$ cat src/rtl/dac_tmr_pkg.sv
package dac_tmr_pkg;
  localparam int BUS_W  = 32;
  localparam int ADDR_W = 2;

  typedef enum logic [ADDR_W-1:0] {
    SEL_SAMPLE = 2'd0,
    SEL_CTRL   = 2'd1,
    SEL_RELOAD = 2'd2,
    SEL_SPARE  = 2'd3
  } reg_sel_e;

  // control bit positions
  localparam int CB_FLAG = 0;
  localparam int CB_STG  = 1;
  localparam int CB_RUN  = 2;
  localparam int CB_REQ  = 3;

  typedef struct packed {
    logic req_en;
    logic run_en;
    logic stg_en;
  } ctrl_t;
endpackage

$ cat src/rtl/dac_tmr_counter.sv
module dac_tmr_counter #(
  parameter int CNT_W = 16
) (
  input  logic             clk,
  input  logic             rst,
  input  logic             run,
  input  logic             tick,
  input  logic [CNT_W-1:0] reload,
  output logic             expire,
  output logic [CNT_W-1:0] cnt_q
);
  assign expire = run & tick & (cnt_q == '0);

  always_ff @(posedge clk) begin
    if (rst) begin
      cnt_q <= '0;
    end else if (!run) begin
      cnt_q <= reload;
    end else if (tick) begin
      cnt_q <= expire ? reload : cnt_q - CNT_W'(1);
    end
  end
endmodule

$ cat src/rtl/dac_tmr_flag.sv
module dac_tmr_flag (
  input  logic clk,
  input  logic rst,
  input  logic set,
  input  logic clr,
  input  logic gate,
  output logic flag_q,
  output logic req
);
  // a new expiry outranks a clear in the same clock
  always_ff @(posedge clk) begin
    if (rst)      flag_q <= 1'b0;
    else if (set) flag_q <= 1'b1;
    else if (clr) flag_q <= 1'b0;
  end

  assign req = flag_q & gate;
endmodule

$ cat src/rtl/dac_tmr_sample.sv
module dac_tmr_sample #(
  parameter int DATA_W = 12
) (
  input  logic              clk,
  input  logic              rst,
  input  logic              wr,
  input  logic [DATA_W-1:0] wdata,
  input  logic              staged,
  input  logic              commit,
  output logic [DATA_W-1:0] out_q,
  output logic [DATA_W-1:0] stage_q
);
  always_ff @(posedge clk) begin
    if (rst) begin
      out_q   <= '0;
      stage_q <= '0;
    end else if (wr && !staged) begin
      out_q   <= wdata;
      stage_q <= wdata;
    end else begin
      if (wr)               stage_q <= wdata;
      if (commit && staged) out_q   <= stage_q;
    end
  end
endmodule

$ cat src/rtl/dac_rate_timer.sv
module dac_rate_timer
  import dac_tmr_pkg::*;
#(
  parameter int DATA_W = 12,
  parameter int CNT_W  = 16
) (
  input  logic              clk,
  input  logic              rst,
  input  logic [ADDR_W-1:0] bus_addr,
  input  logic              bus_wr,
  input  logic [BUS_W-1:0]  bus_wdata,
  input  logic              bus_rd,
  output logic [BUS_W-1:0]  bus_rdata,
  input  logic              tick,
  output logic              dma_req,
  input  logic              dma_ack,
  output logic [DATA_W-1:0] dac_data
);
  reg_sel_e         sel;
  ctrl_t            ctrl_q;
  logic [CNT_W-1:0] reload_q;
  logic [CNT_W-1:0] cnt_q;
  logic [DATA_W-1:0] stage_q;
  logic             wr_sample, wr_ctrl, wr_reload;
  logic             staged, expire, req_flag, flag_clr;
  logic [BUS_W-1:0] rd_mux;
  logic             wdata_unused;

  assign sel          = reg_sel_e'(bus_addr);
  assign wr_sample    = bus_wr && (sel == SEL_SAMPLE);
  assign wr_ctrl      = bus_wr && (sel == SEL_CTRL);
  assign wr_reload    = bus_wr && (sel == SEL_RELOAD);
  assign staged       = ctrl_q.run_en & ctrl_q.stg_en;
  assign flag_clr     = dma_ack | (wr_ctrl & bus_wdata[CB_FLAG]);
  assign wdata_unused = ^bus_wdata;

  always_ff @(posedge clk) begin
    if (rst) begin
      ctrl_q   <= '0;
      reload_q <= '0;
    end else begin
      if (wr_ctrl) begin
        ctrl_q.stg_en <= bus_wdata[CB_STG];
        ctrl_q.run_en <= bus_wdata[CB_RUN];
        ctrl_q.req_en <= bus_wdata[CB_REQ];
      end
      if (wr_reload) reload_q <= bus_wdata[CNT_W-1:0];
    end
  end

  dac_tmr_counter #(.CNT_W(CNT_W)) u_cnt (
    .clk    (clk),
    .rst    (rst),
    .run    (ctrl_q.run_en),
    .tick   (tick),
    .reload (reload_q),
    .expire (expire),
    .cnt_q  (cnt_q)
  );

  dac_tmr_flag u_flag (
    .clk    (clk),
    .rst    (rst),
    .set    (expire),
    .clr    (flag_clr),
    .gate   (ctrl_q.req_en),
    .flag_q (req_flag),
    .req    (dma_req)
  );

  dac_tmr_sample #(.DATA_W(DATA_W)) u_smp (
    .clk     (clk),
    .rst     (rst),
    .wr      (wr_sample),
    .wdata   (bus_wdata[DATA_W-1:0]),
    .staged  (staged),
    .commit  (expire),
    .out_q   (dac_data),
    .stage_q (stage_q)
  );

  always_comb begin
    rd_mux = '0;
    unique case (sel)
      SEL_SAMPLE: rd_mux = BUS_W'(dac_data);
      SEL_CTRL: begin
        rd_mux[CB_FLAG] = req_flag;
        rd_mux[CB_STG]  = ctrl_q.stg_en;
        rd_mux[CB_RUN]  = ctrl_q.run_en;
        rd_mux[CB_REQ]  = ctrl_q.req_en;
      end
      SEL_RELOAD: rd_mux = BUS_W'(reload_q);
      default:    rd_mux = '0;
    endcase
  end

  always_ff @(posedge clk) begin
    if (rst)         bus_rdata <= '0;
    else if (bus_rd) bus_rdata <= rd_mux;
  end
endmodule

$ cat config.mk
export PLATFORM = sky130hd
export DESIGN_NAME = dac_rate_timer
export DESIGN_NICKNAME = d
export VERILOG_FILES = /design/src/rtl/dac_tmr_pkg.sv /design/src/rtl/dac_tmr_counter.sv /design/src/rtl/dac_tmr_flag.sv /design/src/rtl/dac_tmr_sample.sv /design/src/rtl/dac_rate_timer.sv
export SDC_FILE = /design/constraint.sdc
export NUM_CORES = 1
export LEC_CHECK = 0
export BUFFER_PORTS_ARGS = -buffer_cell sky130_fd_sc_hd__buf_2
export CORE_ASPECT_RATIO = 1.1
export CORE_MARGIN = 2
export CORE_UTILIZATION = 30
export CTS_CLUSTER_SIZE = 28
export DETAILED_ROUTE_END_ITERATION = 10
export HOLD_SLACK_MARGIN = 0.08
export PLACE_DENSITY = 0.54
export SETUP_SLACK_MARGIN = 0.5
export SLEW_MARGIN = 15
export SYNTH_ARGS = -nofsm -noshare
export SYNTH_HDL_FRONTEND = slang
export SYNTH_SLANG_ARGS = --single-unit
$ cat constraint.sdc
create_clock -name clk -period 2.1 [get_ports clk]
set_input_delay 0 -clock clk [delete_from_list [all_inputs] [get_ports clk]]
set_output_delay 0 -clock clk [all_outputs]
set_load 0.005 [all_outputs]
== After elaboration in Yosys (flattened, before gate mapping) ==
Index checks and enable logic that the tools add are counted.

* Flip-flop bits (word level): 92
* Logic and storage cells: 41
* Output and inout port bits: 45

* Equal/unequal tests: 3
* Bitwise gates (word level): 6
* $add $sub $neg: 1
* Muxes and demuxes: 11
* Reduce and logical (&&, ||, !) cells: 11

{| class="wikitable"
|+ Operators with widths
! kind !! number
|-
| 2-to-1 mux 12 bit || 4
|-
| 2-to-1 mux 16 bit || 3
|-
| one-hot mux 12 bit (2 select lines) || 1
|-
| zero test 16 bit || 1
|-
| subtractor 16 x 1 -> 16 bit, second input constant || 1
|-
| one-hot mux 4 bit (3 select lines) || 1
|-
| nonzero test 2 bit || 3
|-
| bitwise AND 1 bit || 5
|-
| logical AND 1 bit || 5
|-
| equality test 2 x 1 -> 1 bit, second input constant || 1
|-
| equality test 2 bit, second input constant || 1
|-
| zero test 2 bit || 1
|-
| 2-to-1 mux 1 bit || 2
|-
| inequality test 2 bit, second input constant || 1
|-
| zero test 1 bit || 1
|-
| bitwise OR 1 bit || 1
|}

== Depth between registers and ports, before layout ==
Gate-level depths: netlist of run 1.

* Depth after elaboration: 6
* Gate-level depth with buffers: 8

== Cells and area by module ==
A second synthesis of run 1 with hierarchy kept.

* Cells, all modules: 441
* Area, all modules: 3988.8 sq um

{| class="wikitable"
|+ Modules (own cells, without submodules)
! module !! cells each !! area an instance (sq um) !! instances
|-
| dac_rate_timer || 198 || 1732.9 || 1
|-
| dac_tmr_sample || 105 || 1123.6 || 1
|-
| dac_tmr_counter || 133 || 1087.3 || 1
|-
| dac_tmr_flag || 5 || 45.0 || 1
|}

== Worst setup path after synthesis of run 1 ==
Ideal clock, no wire load.

* Path type: register to register
* Start: register u_cnt.cnt_q[0]
* End: register u_cnt.cnt_q[14]
* Path buffers: 0
* Data required time: 1.973 ns
* Arrival: 1.725 ns
* Path slack: 0.248 ns
* Stages on the path, launching flop included: 7
* Cell sequence: dfxtp_1 -> inv_1 -> ha_1 -> nor3b_2 -> nand4_1 -> o31a_1 -> or3_1

* Word-level cells in the longest chain between the ends: 5
* Elaborated cells between the ends (all ways): 6

{| class="wikitable"
|+ RTL lines
! what !! line !! RTL
|-
| start: declaration || dac_tmr_counter.sv:10 || <nowiki>output logic [CNT_W-1:0] cnt_q</nowiki>
|-
| start signal: assignment || dac_tmr_counter.sv:18 || <nowiki>cnt_q <= reload;</nowiki>
|-
| start signal: assignment || dac_tmr_counter.sv:20 || <nowiki>cnt_q <= expire ? reload : cnt_q - CNT_W'(1);</nowiki>
|-
| parallel branches: the longest is 2 deep, another holds subtractor 16 x 1 -> 16 bit || - ||
|-
| 2-to-1 mux 16 bit * || dac_tmr_counter.sv:20 ||
|-
| 2-to-1 mux 16 bit * || dac_tmr_counter.sv:19 || <nowiki>end else if (tick) begin</nowiki>
|-
| 2-to-1 mux 16 bit * || dac_tmr_counter.sv:17 || <nowiki>end else if (!run) begin</nowiki>
|}

Every way passes the cells marked *. The select of a mux whose other input is x is not followed.
A chain may end at the register's enable or synchronous reset.

== Final worst setup path of run 1 ==
* Start: register u_cnt.cnt_q[8]
* End: register u_cnt.cnt_q[13]

Same word-level chain as after synthesis.

==> results.yml, run 1 <==
run_status:
  status: "finished clean"
die:
  die_x_um: 113
  fp-row-count: 43
  dieHeight_um: 123
  fp.dieArea_mm2: 0.0139
  start_util: 0.307
  ios: 85
  coreArea_mm2: 0.0126
grt:
  antenna_found_initial: 0
  gr-total-overflow: 0
  met2_usage: 0.288
  grt_use_total: 0.170
  grt_pass1_vias: 3626
  grt_busiest_layer: "met2"
  use_met1: 0.210
  grt_pass1_wl_mm: 18.6
  grt_max_degree: 34
  use_met3: 0.0314
timing:
  timing.final.max_slew_violations: 0
  hold_violations: 0
  setup_tns_ns: 0
  rsz0062_at_grt: "true"
  layout_setup_ws_ns: 0.332
  clock-skew-final_ns: 0.00732
  setup_viol: 0
  tightest_slew_ns: 0.588
  fmax_mhz: 566
  period_share: 0.842
  relSlewSlack: 0.607
  period_needed_ns: 1.77
synthesis:
  netlist_instances: 478
  synth_ff_type: "dfxtp_1"
  synth_area_mm2: 0.00388
  synth-seq-cells: 76
  yosys_warnings: 0
  yosysSeqAreaShare: 0.392
  synth_edf_count: 0
  synthArstFlopShare: 0
  synth.distinct_cells: 58
  syn_area_per_cell_um2: 8.13
cells_and_area:
  fin_area_mm2: 0.00519
  fin_nets: 607
  instances_no_fill: 727
  area_growth_pct: 33.7
  final_util: 0.411
  drive_gt1_frac: 0.295
  final_common_cell: "dfxtp_1"
  final_cell_mix: "68 x dfxtp_1, 66 x nand2_1, 61 x a21oi_1"
  diodes: 0
power_and_ir_drop:
  p_per_area_mw_per_mm2: 717
  ir_worst_vdd_uv: 548
  total_leakage_power_nw: 2.05
route:
  drt_first_pass_iters: 4
  via_per_inst: 5.24
  drtIter0Drc: 189
  ant_nets: 0
  wl_per_cell_um: 15.9
  drc: 0
  vias: 3812
  wl_mm: 11.6
critical_path:
  r2r_setup_slack_ns: 0.33
  cp_max_fo: 3
  cpLargestDelayFamily: "simple AND/OR/NAND/NOR gates"
  crit_arrival_ns: 1.99
  path_class: "reg -> reg"
  crit_required_ns: 2.32
  reg2reg_depth: 4
  crit_slowest_cell: "or4_4"
  cp-start-kind: "register"
  max_stage_delay_ns: 0.56
  path_depth: 4
  worstSetupEndpointType: "register"
  cp.buffers_inverters: 0
  cp_cell_sequence: "or4_4 -> o41ai_4 -> nor2_1 -> or3_1"
clocking:
  cts_buffers: 9
  cts_sinks: 76
  h-tree-depth: 3
  root_buffer: "clkbuf_16"
  clk_latency_ns: 0.34
  cts_buffer_depth: 2
  cts_tree: "yes"
  cts.clk_slew.worst_paths_ns: 0.06
hold_path:
  holdPathStages: 2
  hold_class: "in -> reg"
place:
  pre_cts_slack_ns: 0.139
  dpl.cell_count: 667
  port-buffer-count: 52
  hpwlAfterDp_mm: 7.69
  place.gp.congestion: 0.784
  dpl-instance-area_mm2: 0.00431
run:
  max_cap_violations: 0
[where the power goes]
part	internal (mW)	switching, mW
clock	0.824	0.598
sequential	1.49	0.0492
combinational	0.389	0.376
[worst paths after layout]
kind | startpoint | end
max | u_cnt.cnt_q[8] | u_cnt.cnt_q[13]
min | rst | bus_rdata[7]
max reg2reg | u_cnt.cnt_q[8] | u_cnt.cnt_q[13]
min reg2reg | u_smp.stage_q[1] | u_smp.stage_q[1]
[per-stage QoR]
step | hold slack [ns] | total power [mW]
finish | 0.0916 | 3.72
global route | 0.0985 | 3.90
CTS | 0.0813 | 3.67
detailed placement | 0.263 | 2.06
global placement | 0.255 | 2.05
floorplan | 0.136 | 1.91
[area by class of cell]
cell class | instances | area (um^2)
clock buffers | 11 | 243
repair buffers | 113 | 915
well taps | 157 | 196
flip-flops and latches | 76 | 1540
multi-input cells | 354 | 2230
inverters | 11 | 43.8
fillers | 1270 | 7450
clock inverters | 5 | 27.5
[cells by family (layout without fill, tap and decap cells)]
| logic type | count (synthesis) | count (layout) | synth area share |
|---|---|---|---|
| other cells | 1 | 16 | 0.000965 |
| compound gates | 123 | 123 | 0.205 |
| mux | 20 | 20 | 0.0544 |
| buf+inv | 63 | 140 | 0.0812 |
| simple gates | 193 | 193 | 0.260 |
| fa+ha+maj | 2 | 2 | 0.00644 |
| flops | 76 | 76 | 0.392 |
[sequential cells by signal, summed over array words and instances, names as in the netlist]
signal         cells
ctrl_q             3
u_cnt.cnt_q       16
u_smp.out_q       12
u_smp.stage_q     12
u_flag.flag_q      1
bus_rdata         16
reload_q          16
[worst reg2reg max path, stage by stage (launching register included)]
cell	delay, ns
dfxtp_4	0.35
or4_4	0.56
o41ai_4	0.34
nor2_1	0.06
or3_1	0.33
[per-layer routing]
layer	vias to the layer above	routed length, um
met5	-	0
met4	0	401
met3	23	495
met2	123	5670
met1	1802	5000
li1	1864	-
[Yosys cell counts (4+ instances only)]
master	count	area, um^2
o21ai_0	8	40.0
nor4_1	4	25.0
a211oi_1	7	52.6
a32oi_1	6	52.6
o22ai_1	4	25.0
clkbuf_1	24	90.1
nand2_1	67	251
a21oi_1	62	310
mux2i_1	11	110
buf_2	6	30.0
buf_4	19	143
a31oi_1	5	31.3
o211ai_1	7	52.6
nor2_1	38	143
mux2_2	9	101
nor3b_1	4	30.0
dfxtp_1	76	1520
nor3_1	12	60.1
inv_1	10	37.5
nor2b_1	15	93.8
nand4_1	5	31.3
nand2b_1	10	62.6
nand3_1	10	50.1
o221a_2	6	67.6
[what timing repair did]
action,CTS,global route
cloned,3,1
pin swaps,17,11
hold buffers,17,0
resized for setup,21,21
endpoints found under the setup margin,26,29
setup buffers,20,3
hold endpoints to repair,38,0
(Power assumes the default switching activity.)
==> inputs of run 2 (changes only) <==
==> constraint.sdc (replaced) <==
create_clock -name clk -period 1.8 [get_ports clk]
set_input_delay 0 -clock clk [delete_from_list [all_inputs] [get_ports clk]]
set_output_delay 0 -clock clk [all_outputs]
set_load 0.005 [all_outputs]
==> run 2 against run 1 <==
  * Clock power rose by 27%
  * Fmax fell by 0.94%
  * Global-route usage fell by 0.14 points
  * Die area did not move
  * First-iteration DRC count rose by 4.2%
  * Largest power group is now clock
==> results.yml, run 2 (synthesis gave the netlist of run 1 again) <==
critical_path:
  cp_max_fo: 7
  crit_required_ns: 2.02
  cpLargestDelayFamily: "simple AND/OR/NAND/NOR gates"
  crit_slowest_cell: "dfxtp_4"
  path_class: "reg -> reg"
  reg2reg_depth: 7
  cp_cell_sequence: "inv_4 -> ha_4 -> and4bb_2 -> and4_4 -> buf_6 -> nor4_2 -> or3_1"
  worstSetupEndpointType: "register"
  cp.buffers_inverters: 2
  max_stage_delay_ns: 0.36
  cp-start-kind: "register"
  path_depth: 7
  crit_arrival_ns: 2.00
timing:
  setup_viol: 0
  rsz0062_at_grt: "true"
  period_share: 0.991
  timing.final.max_slew_violations: 0
  clock-skew-final_ns: 0.00408
  fmax_mhz: 560
  hold_violations: 0
  tightest_slew_ns: 0.568
  period_needed_ns: 1.78
  setup_tns_ns: 0
  relSlewSlack: 0.620
place:
  hpwlAfterDp_mm: 8.27
  dpl-instance-area_mm2: 0.00450
  port-buffer-count: 52
  place.gp.congestion: 0.829
power_and_ir_drop:
  p_per_area_mw_per_mm2: 829
  p_total_mw: 4.48
  total_leakage_power_nw: 2.17
  ir_worst_vdd_uv: 622
cells_and_area:
  top_regs: "bus_rdata: 16 flops, reload_q: 16 flops, u_cnt.cnt_q: 16 flops"
  final_util: 0.428
  diodes: 0
  area_growth_pct: 39.2
  fin_area_mm2: 0.00541
  fin_nets: 628
  final_cell_mix: "66 x nand2_1, 66 x dfxtp_1, 58 x a21oi_1"
  drive_gt1_frac: 0.337
clocking:
  cts_sinks: 76
  root_buffer: "clkbuf_16"
  cts_buffers: 9
  h-tree-depth: 3
  cts_buffer_depth: 2
  cts_tree: "yes"
  cts.clk_slew.worst_paths_ns: 0.06
  clk_latency_ns: 0.33
grt:
  met2_usage: 0.293
  grt_busiest_layer: "met2"
  use_met3: 0.0314
  grt_use_total: 0.168
  grt_pass1_vias: 3781
  grt_pass1_wl_mm: 18.7
  grt_max_degree: 28
  use_met1: 0.205
  gr-total-overflow: 0
  antenna_found_initial: 0
route:
  vias: 3832
  wl_mm: 11.8
  via_per_inst: 5.12
  drt_first_pass_iters: 4
  ant_nets: 0
  drtIter0Drc: 197
  wl_per_cell_um: 15.8
  drc: 0
die:
  fp.dieArea_mm2: 0.0139
  fp-row-count: 43
  coreArea_mm2: 0.0126
  ios: 85
  start_util: 0.307
  die_x_um: 113
  dieHeight_um: 123
hold_path:
  hold_class: "in -> reg"
  holdPathStages: 3
run:
  max_cap_violations: 0
run_status:
  status: "finished clean"
## run 2: metal layers
metal  part of all wire  vias to the layer above
met5                  0                        -
met4              0.025                        0
met3              0.046                       23
met2               0.49                      111
met1               0.44                     1795
li1                   -                     1903
## run 2: report_power, final
group | total [mW] | switching, mW | internal [mW]
combinational | 0.879 | 0.444 | 0.435
clock | 1.81 | 0.737 | 1.08
sequential | 1.79 | 0.0555 | 1.73
total | 4.48 | 1.24 | 3.25
## run 2: worst register-to-register path: stages, from the launching register on
cell and delay (ns):
dfxtp_4 0.36, inv_4 0.08, ha_4 0.13, and4bb_2 0.27
and4_4 0.28, buf_6 0.14, nor4_2 0.05, or3_1 0.34
## run 2: worst paths after layout
kind,startpoint,endpoint,slack (ns)
max,u_cnt.cnt_q[0],u_cnt.cnt_q[13],0.02
min,rst,u_cnt.cnt_q[12],0.10
max reg2reg,u_cnt.cnt_q[0],u_cnt.cnt_q[13],0.02
min reg2reg,u_smp.stage_q[6],u_smp.stage_q[6],0.46
## run 2: area by class of cell
class                      instances  area, um^2
timing repair buffer             134         991
clock inverter                     6        62.6
clock buffer                      10         229
inverter                          11        46.3
fill                            1204        7240
tap                              157         196
sequential                        76        1540
multi-input combinational        354        2340
## run 2: stage by stage
| step | setup slack, ns | std cells | hold WS [ns] |
|---|---|---|---|
| after floorplan | 0.0818 | 493 | 0.136 |
| after global placement | -0.0383 | 684 | 0.255 |
| after detailed placement | -0.0654 | 684 | 0.262 |
| after CTS | 0.0556 | 741 | 0.0896 |
| after global routing | -0.0536 | 748 | 0.120 |
| final | 0.0155 | 748 | 0.105 |
## run 2: timing repair
action / CTS / global route
setup buffers: 21 / 6
hold buffers: 20 / 0
gates resized for setup: 30 / 13
gates cloned: 0 / 1
hold endpoints to repair: 43 / 0
pin swaps: 21 / 15
endpoints found under the setup margin: 29 / 29
